### config.mk
export PLATFORM = sky130hd
export DESIGN_NAME = latched_pc
export DESIGN_NICKNAME = d
export VERILOG_FILES = /design/src/rtl/lupc_pkg.sv /design/src/rtl/lupc_latches.sv /design/src/rtl/lupc_next.sv /design/src/rtl/lupc_pc_reg.sv /design/src/rtl/latched_pc.sv
export SDC_FILE = /design/constraint.sdc
export NUM_CORES = 1
export LEC_CHECK = 0
export BUFFER_PORTS_ARGS = -buffer_cell sky130_fd_sc_hd__buf_2
export CAP_MARGIN = 10
export CORE_MARGIN = 2
export CORE_UTILIZATION = 50
export DETAILED_ROUTE_END_ITERATION = 10
export PLACE_DENSITY = 0.78
export RECOVER_POWER = 50
export SYNTH_ARGS = -nofsm -noshare
export SYNTH_HDL_FRONTEND = slang
export SYNTH_SLANG_ARGS = --single-unit
export TNS_END_PERCENT = 1
### constraint.sdc
create_clock -name clk -period 2.34 [get_ports clk]
set_input_delay 0.468 -clock clk [delete_from_list [all_inputs] [get_ports clk]]
set_output_delay 0.468 -clock clk [all_outputs]
set_load 0.01 [all_outputs]
### src/rtl/lupc_pkg.sv
package lupc_pkg;

   typedef enum logic [1:0] {
      SEL_LOW  = 2'd0,
      SEL_MID  = 2'd1,
      SEL_UP   = 2'd2,
      SEL_NONE = 2'd3
   } lupc_sel_e;

   typedef enum logic [1:0] {
      SRC_HOLD   = 2'd0,
      SRC_STEP   = 2'd1,
      SRC_COMMIT = 2'd2,
      SRC_LOAD   = 2'd3
   } lupc_src_e;

endpackage

### src/rtl/lupc_latches.sv
module lupc_latches #(
   parameter int BYTE_W = 8,
   parameter int UP_W   = 5
) (
   input  logic              clk,
   input  logic              rst_n,
   input  logic              wr_mid,
   input  logic              wr_up,
   input  logic              snap,
   input  logic [BYTE_W-1:0] wdata,
   input  logic [BYTE_W-1:0] pc_mid,
   input  logic [UP_W-1:0]   pc_up,
   output logic [BYTE_W-1:0] mid_q,
   output logic [UP_W-1:0]   up_q
);

   initial begin
      if (UP_W < 1 || UP_W >= BYTE_W)
         $error("lupc_latches: UP_W must lie in 1..BYTE_W-1");
   end

   always_ff @(posedge clk) begin
      if (!rst_n) begin
         mid_q <= '0;
         up_q  <= '0;
      end else if (snap) begin
         mid_q <= pc_mid;
         up_q  <= pc_up;
      end else begin
         if (wr_mid) mid_q <= wdata;
         if (wr_up)  up_q  <= wdata[UP_W-1:0];
      end
   end

   // a low-byte read snapshots the upper counter bytes
   assert_snapshot_R3: assert property (@(posedge clk) disable iff (!rst_n)
      snap |=> (mid_q == $past(pc_mid)) && (up_q == $past(pc_up)));

   // without bus access the latches keep their value
   assert_latch_hold_R8: assert property (@(posedge clk) disable iff (!rst_n)
      !(wr_mid || wr_up || snap) |=> $stable(mid_q) && $stable(up_q));

endmodule

### src/rtl/lupc_next.sv
module lupc_next
   import lupc_pkg::*;
#(
   parameter int PC_W       = 21,
   parameter int BYTE_W     = 8,
   parameter int UP_W       = 5,
   parameter int ALIGN_BITS = 1
) (
   input  logic [PC_W-1:0]   pc_q,
   input  logic              step,
   input  logic              commit,
   input  logic [BYTE_W-1:0] low_wdata,
   input  logic [BYTE_W-1:0] mid_q,
   input  logic [UP_W-1:0]   up_q,
   input  logic              jump_en,
   input  logic [PC_W-1:0]   jump_addr,
   input  logic              ret_en,
   input  logic [PC_W-1:0]   ret_addr,
   output logic [PC_W-1:0]   pc_d,
   output logic              pc_load
);

   localparam logic [PC_W-1:0] STEP_INC = {{(PC_W-1){1'b0}}, 1'b1} << ALIGN_BITS;

   lupc_src_e        src;
   logic [PC_W-1:0]  raw;
   logic [PC_W-1:0]  load_val;

   always_comb begin
      load_val = jump_en ? jump_addr : ret_addr;
      if (jump_en || ret_en) src = SRC_LOAD;
      else if (commit)       src = SRC_COMMIT;
      else if (step)         src = SRC_STEP;
      else                   src = SRC_HOLD;
   end

   always_comb begin
      unique case (src)
         SRC_LOAD:   raw = load_val;
         SRC_COMMIT: raw = {up_q, mid_q, low_wdata};
         SRC_STEP:   raw = pc_q + STEP_INC;
         default:    raw = pc_q;
      endcase
   end

   generate
      if (ALIGN_BITS > 0) begin : g_align
         localparam logic [PC_W-1:0] MASK = {{(PC_W-ALIGN_BITS){1'b1}}, {ALIGN_BITS{1'b0}}};
         assign pc_d = raw & MASK;
      end else begin : g_noalign
         assign pc_d = raw;
      end
   endgenerate

   assign pc_load = (src != SRC_HOLD);

endmodule

### src/rtl/lupc_pc_reg.sv
module lupc_pc_reg #(
   parameter int PC_W       = 21,
   parameter int ALIGN_BITS = 1
) (
   input  logic            clk,
   input  logic            rst_n,
   input  logic            load,
   input  logic [PC_W-1:0] pc_d,
   output logic [PC_W-1:0] pc_q
);

   always_ff @(posedge clk) begin
      if (!rst_n)    pc_q <= '0;
      else if (load) pc_q <= pc_d;
   end

   generate
      if (ALIGN_BITS > 0) begin : g_chk
         // the counter never leaves word alignment
         assert_aligned_R6: assert property (@(posedge clk) disable iff (!rst_n)
            pc_q[ALIGN_BITS-1:0] == '0);
      end
   endgenerate

   // the counter is zero after reset
   assert_reset_R1: assert property (@(posedge clk)
      !rst_n |=> pc_q == '0);

endmodule

### src/rtl/latched_pc.sv
module latched_pc
   import lupc_pkg::*;
#(
   parameter int PC_W       = 21,
   parameter int BYTE_W     = 8,
   parameter int WORD_BYTES = 2
) (
   input  logic              clk,
   input  logic              rst_n,
   input  logic [1:0]        bus_sel,
   input  logic              bus_wr,
   input  logic              bus_rd,
   input  logic [BYTE_W-1:0] bus_wdata,
   output logic [BYTE_W-1:0] bus_rdata,
   input  logic              step,
   input  logic              jump_en,
   input  logic [PC_W-1:0]   jump_addr,
   input  logic              ret_en,
   input  logic [PC_W-1:0]   ret_addr,
   output logic [PC_W-1:0]   pc
);

   localparam int UP_W       = PC_W - 2*BYTE_W;
   localparam int ALIGN_BITS = $clog2(WORD_BYTES);
   localparam logic [PC_W-1:0] ALIGN_MASK = ~((PC_W'(1) << ALIGN_BITS) - PC_W'(1));
   localparam logic [PC_W-1:0] STEP_INC   = PC_W'(1) << ALIGN_BITS;

   initial begin
      if (PC_W <= 2*BYTE_W || PC_W >= 3*BYTE_W)
         $error("latched_pc: PC_W must exceed two bytes and stay below three");
      if (WORD_BYTES < 1 || (WORD_BYTES & (WORD_BYTES - 1)) != 0)
         $error("latched_pc: WORD_BYTES must be a power of two");
   end

   lupc_sel_e         sel;
   logic              wr_low, rd_low, wr_mid, wr_up;
   logic [BYTE_W-1:0] mid_q;
   logic [UP_W-1:0]   up_q;
   logic [PC_W-1:0]   pc_d;
   logic              pc_load;

   assign sel    = lupc_sel_e'(bus_sel);
   assign wr_low = bus_wr && (sel == SEL_LOW);
   assign wr_mid = bus_wr && (sel == SEL_MID);
   assign wr_up  = bus_wr && (sel == SEL_UP);
   assign rd_low = bus_rd && (sel == SEL_LOW);

   always_comb begin
      unique case (sel)
         SEL_LOW: bus_rdata = pc[BYTE_W-1:0];
         SEL_MID: bus_rdata = mid_q;
         SEL_UP:  bus_rdata = {{(BYTE_W-UP_W){1'b0}}, up_q};
         default: bus_rdata = '0;
      endcase
   end

   lupc_latches #(.BYTE_W(BYTE_W), .UP_W(UP_W)) i_latches (
      .clk    (clk),
      .rst_n  (rst_n),
      .wr_mid (wr_mid),
      .wr_up  (wr_up),
      .snap   (rd_low),
      .wdata  (bus_wdata),
      .pc_mid (pc[2*BYTE_W-1:BYTE_W]),
      .pc_up  (pc[PC_W-1:2*BYTE_W]),
      .mid_q  (mid_q),
      .up_q   (up_q)
   );

   lupc_next #(.PC_W(PC_W), .BYTE_W(BYTE_W), .UP_W(UP_W), .ALIGN_BITS(ALIGN_BITS)) i_next (
      .pc_q      (pc),
      .step      (step),
      .commit    (wr_low),
      .low_wdata (bus_wdata),
      .mid_q     (mid_q),
      .up_q      (up_q),
      .jump_en   (jump_en),
      .jump_addr (jump_addr),
      .ret_en    (ret_en),
      .ret_addr  (ret_addr),
      .pc_d      (pc_d),
      .pc_load   (pc_load)
   );

   lupc_pc_reg #(.PC_W(PC_W), .ALIGN_BITS(ALIGN_BITS)) i_pc_reg (
      .clk   (clk),
      .rst_n (rst_n),
      .load  (pc_load),
      .pc_d  (pc_d),
      .pc_q  (pc)
   );

   assert_step_R5: assert property (@(posedge clk) disable iff (!rst_n)
      (step && !jump_en && !ret_en && !wr_low) |=> pc == $past(pc) + STEP_INC);

   assert_jump_R7: assert property (@(posedge clk) disable iff (!rst_n)
      jump_en |=> pc == ($past(jump_addr) & ALIGN_MASK));

   assert_return_R8: assert property (@(posedge clk) disable iff (!rst_n)
      (ret_en && !jump_en) |=> pc == ($past(ret_addr) & ALIGN_MASK));

   assert_commit_R2: assert property (@(posedge clk) disable iff (!rst_n)
      (wr_low && !jump_en && !ret_en) |=>
         pc == ({$past(up_q), $past(mid_q), $past(bus_wdata)} & ALIGN_MASK));

   assert_quiet_R10: assert property (@(posedge clk) disable iff (!rst_n)
      (sel == SEL_NONE && !step && !jump_en && !ret_en) |=> $stable(pc));

endmodule

# == Yosys cells after proc, flatten, opt, wreduce, memory -nomap -nowiden ==
# Cells that the tools add are included.
# totals
regBits,33
in_bits,59
out_inout_bits,29
elab_cells,30
# op_classes
addsub,1
eq_ne,5
mux,10
n_reduce_logical,11
# ops
operator,count
21-bit one-hot mux with 3 select lines,1
8-bit one-hot mux with 3 select lines,1
21-bit by 2-bit adder with 21-bit output (second input constant),1
21-bit 2-to-1 mux,1
8-bit 2-to-1 mux,2
5-bit 2-to-1 mux,2
2-bit equality test (second input constant),3
2-bit nonzero test,3
2-bit by 1-bit equality test with 1-bit output (second input constant),2
1-bit logical AND,4
2-bit 2-to-1 mux,2
3-bit nonzero test,1
2-bit zero test,1
2-bit AND reduction,1
1-bit logical OR,1
1-bit 2-to-1 mux,1

# == Logic depth before layout (Yosys ltp) ==
# depth
ltp_word,7
mapped_depth,7
depth_no_buf,5

# == By module ==
# From an unflattened synthesis, not the netlist that was laid out.
# unflattened
cells_unflattened,322
area_unflattened_um2,2821.5
# modules_own_cells
mod,instances,cells_each,area_each_um2,seq_area_each_um2
lupc_next,1,174,1133.6,0.0
lupc_pc_reg,1,68,820.8,420.4
lupc_latches,1,56,684.4,260.2
latched_pc,1,24,182.7,0.0

# == Worst setup path before layout ==
# Ideal clock, no wire load.
# synth_path
path_type,input to output
start,input bus_sel[0]
end,output bus_rdata[1]
arrival_ps,1517
required_time_ps,1872
setup_slack_ps,355
cell_stages,4
n_path_buf,2
path_cell_list,clkbuf_1 > buf_1 > mux2i_1 > o21ai_0
# synth_via
elab_chain_cells,2
word_cells_on_any_way,4
cone_classes,eq/ne (2); mux (1); reduce/logical (1)
# synth_lines
element,line,text
"start, declared",latched_pc.sv:10,"input logic [1:0] bus_sel,"
2-bit equality test (tied with other cells),latched_pc.sv:49,unique case (sel)
8-bit one-hot mux with 3 select lines *,latched_pc.sv:49,
"end, declared",latched_pc.sv:14,"output logic [BYTE_W-1:0] bus_rdata,"
# Mark *: on every way between the ends. The rest lies on a longest branch, timed or not.

# == Final worst setup path ==
# layout_path
start,input bus_sel[1]
end,output bus_rdata[3]
# The elaborated chain is that of the path after synthesis.

==> results.sh <==
export IMPL_cp_common_cell="buf_2"
export IMPL_skew_ns=0.00429
export IMPL_port_buffers=84
export IMPL_crit_required_ns=1.87
export IMPL_drc=0
export IMPL_cts_path_max_buffers=2
export IMPL_nets=434
export IMPL_num_rows=24
export IMPL_tightest_slew_ns=0.914
export IMPL_synth_area_leaders="dfxtp_1, nand3_1, a222oi_1"
export IMPL_fin_ws_ns=0.275
export IMPL_cts_resized=0
export IMPL_path_clk_slew_ns=0.07
export IMPL_drt_total_wl_um=7860
export IMPL_cts_hold_buf=0
export IMPL_whs_ns=0.446
export IMPL_grt_pass1_vias=2509
export IMPL_dp_hpwl_um=5930
export IMPL_viasPerCell=6.51
export IMPL_power_density_nw_per_um2=495
export IMPL_outcome="finished, final reports clean"
export IMPL_cp_end_kind="output pin"
export IMPL_clock_fmax_mhz=484
export IMPL_finish_utilization=0.640
export IMPL_drt_first_pass_iters=5
export IMPL_clk_latency_ns=0.29
export IMPL_grt_max_degree=24
export IMPL_async_flop_share=0
export IMPL_avgSynthCellArea_sq_um=8.00
export IMPL_post_cts_setup_buffer_count=0
export IMPL_slowest_delay_ns=0.28
export IMPL_reg2reg_depth=4
export IMPL_drv_cap=0
export IMPL_initial_core_util=0.529
export IMPL_critPathMaxFanout=12
export IMPL_rsz0062_at_grt="false"
export IMPL_hold_depth=3
export IMPL_slew_headroom=0.390
export IMPL_synth_edf_count=0
export IMPL_htree_levels=2
export IMPL_synthTopCellsByCount="dfxtp_1, nand2_1, nand3_1"
export IMPL_clk_root_buffer_cell="clkbuf_8"
export IMPL_antenna_found_initial=0
export IMPL_mappedNetlistArea_sq_um=2340
export IMPL_grt_overflow=0
export IMPL_synth_most_common_cell="dfxtp_1"
export IMPL_ant_nets=0
export IMPL_place_congestion=0.955
export IMPL_ys_warn_count=0
export IMPL_synth_cell_type_count=57
export IMPL_fin_crit_sh=0.882
export IMPL_cts_num_sinks=33
export IMPL_via_count=2779
export IMPL_synth_area_leader_cell="dfxtp_1"
export IMPL_antennaDiodeCount=0
export IMPL_design_core_area_sq_um=4410
export IMPL_crit_path_start_kind="input pin"
export IMPL_grtUsageTotal=0.308
export IMPL_dieArea_sq_um=5240
export IMPL_grt_pass1_wl_um=12600
export IMPL_cp_slowest_cell="clkbuf_1"
export IMPL_yosysSeqAreaShare=0.283
export IMPL_synth_seq_cells=33
export IMPL_synth_nets=352
export IMPL_drive_gt1_frac=0.253
export IMPL_setup_tns_ns=0
export IMPL_path_cells="buf_2, buf_4, nor2b_1, clkbuf_1, nand2_1, o21ai_0, buf_2"
export IMPL_dp_slack_ns=0.163
export IMPL_leakage_nw=1.13
export IMPL_worst_hold_path_type="in -> reg"
export IMPL_setup_worst_path_class="in -> out"
export IMPL_final_max_slew_viol_count=0
export IMPL_synth_top_cell_area_share=0.283
export IMPL_syn_to_final_growth_pct=20.9
export IMPL_die_w_um=72.4
export IMPL_period_needed_ns=2.06
export IMPL_setup_violations_final=0
export IMPL_drt_wirelength_per_cell_um=18.4
export IMPL_hold_viol=0
export IMPL_cts_tree="done"
export IMPL_die_h_um=72.4
export IMPL_io_pins=88
export IMPL_drt_initial_drc_count=303
export IMPL_cts_buffers=5
export IMPL_crit_arrival_ns=1.60
export IMPL_ys_flop_type="dfxtp_1"
export IMPL_ir_drop_v=0.000306
export IMPL_post_synth_inst_count=292
==> per-stage QoR <==
step                      total power, mW  cells  area, sq um
after detailed placement            0.992    419         2790
after global placement              0.983    419         2790
after global routing                 1.46    427         2830
after floorplan                     0.849    292         2340
final                                1.40    427         2830
after CTS                            1.40    427         2870
==> where the power goes <==
group / switching [mW] / internal, mW
Sequential: 0.0561 / 0.599
Clock: 0.217 / 0.206
Combinational: 0.180 / 0.140
Total: 0.453 / 0.945
==> registers in the layout, indices dropped and copies added, names as in the netlist <==
name             count
i_latches.up_q       5
i_latches.mid_q      8
i_pc_reg.pc_q       20
==> cell usage in the layout (no fill, tap or decap), types with 3 or more instances in the layout <==
cell type and count:
dfxtp_1 33, clkbuf_1 24, a311oi_1 5, a211oi_1 4
buf_4 11, nand4_1 7, o311ai_1 5, o31ai_1 4
o311a_1 5, o2111ai_1 3, nand3_1 24, nand2_1 29
a22oi_1 10, nor4_1 4, mux2i_1 9, o21ai_0 6
nand3b_1 4, buf_2 68, a31oi_1 5, nand2b_1 5
and3_1 5, nor2_1 20, a21oi_1 14, o211ai_1 4
inv_1 4, clkbuf_8 5, or4_1 3, xor2_1 4
a222oi_1 11, o22ai_1 5
==> worst paths after layout <==
check,from,endpoint,slack (ns)
setup / recovery,bus_sel[1],bus_rdata[3],0.28
hold reg to reg,i_latches.up_q[2],i_latches.up_q[2],0.51
hold / removal,bus_wdata[0],i_latches.mid_q[0],0.45
setup reg to reg,i_pc_reg.pc_q[1],i_pc_reg.pc_q[18],0.37
==> per-layer routing <==
layer  global-route usage  up-vias  wire, um
met3               0.0569       27       600
met5                    0        -         0
met2                0.504      155      3640
met4                0.130        0       251
met1                0.399     1280      3370
li1                     -     1317         -
==> kinds of logic (layout without fill, tap and decap cells) <==
| logic type | Yosys count | in the layout | share of synthesized area |
|---|---|---|---|
| fa+ha+maj | 1 | 1 | 0.00535 |
| buf+inv | 31 | 114 | 0.0787 |
| other cells | 1 | 1 | 0.00160 |
| simple gates | 121 | 121 | 0.279 |
| flops | 33 | 33 | 0.283 |
| mux | 9 | 9 | 0.0385 |
| compound gates | 91 | 91 | 0.296 |
| xor+xnor | 5 | 5 | 0.0187 |
==> critical path: cells and delay by family <==
family | cells | cell delay [ns]
AO/OA/AOI/OAI | 1 | 0.10
buffers and inverters | 4 | 0.78
AND/OR/NAND/NOR | 2 | 0.25
==> layout make-up <==
cell class | count | area (sq um)
Sequential cell | 33 | 661
Clock inverter | 2 | 10.0
Timing Repair Buffer | 102 | 509
Clock buffer | 6 | 72.6
Tap cell | 52 | 65.1
Multi-Input combinational cell | 228 | 1490
Inverter | 4 | 15.0
Fill cell | 413 | 1590
No activity file was read; power rests on OpenSTA's default activity.
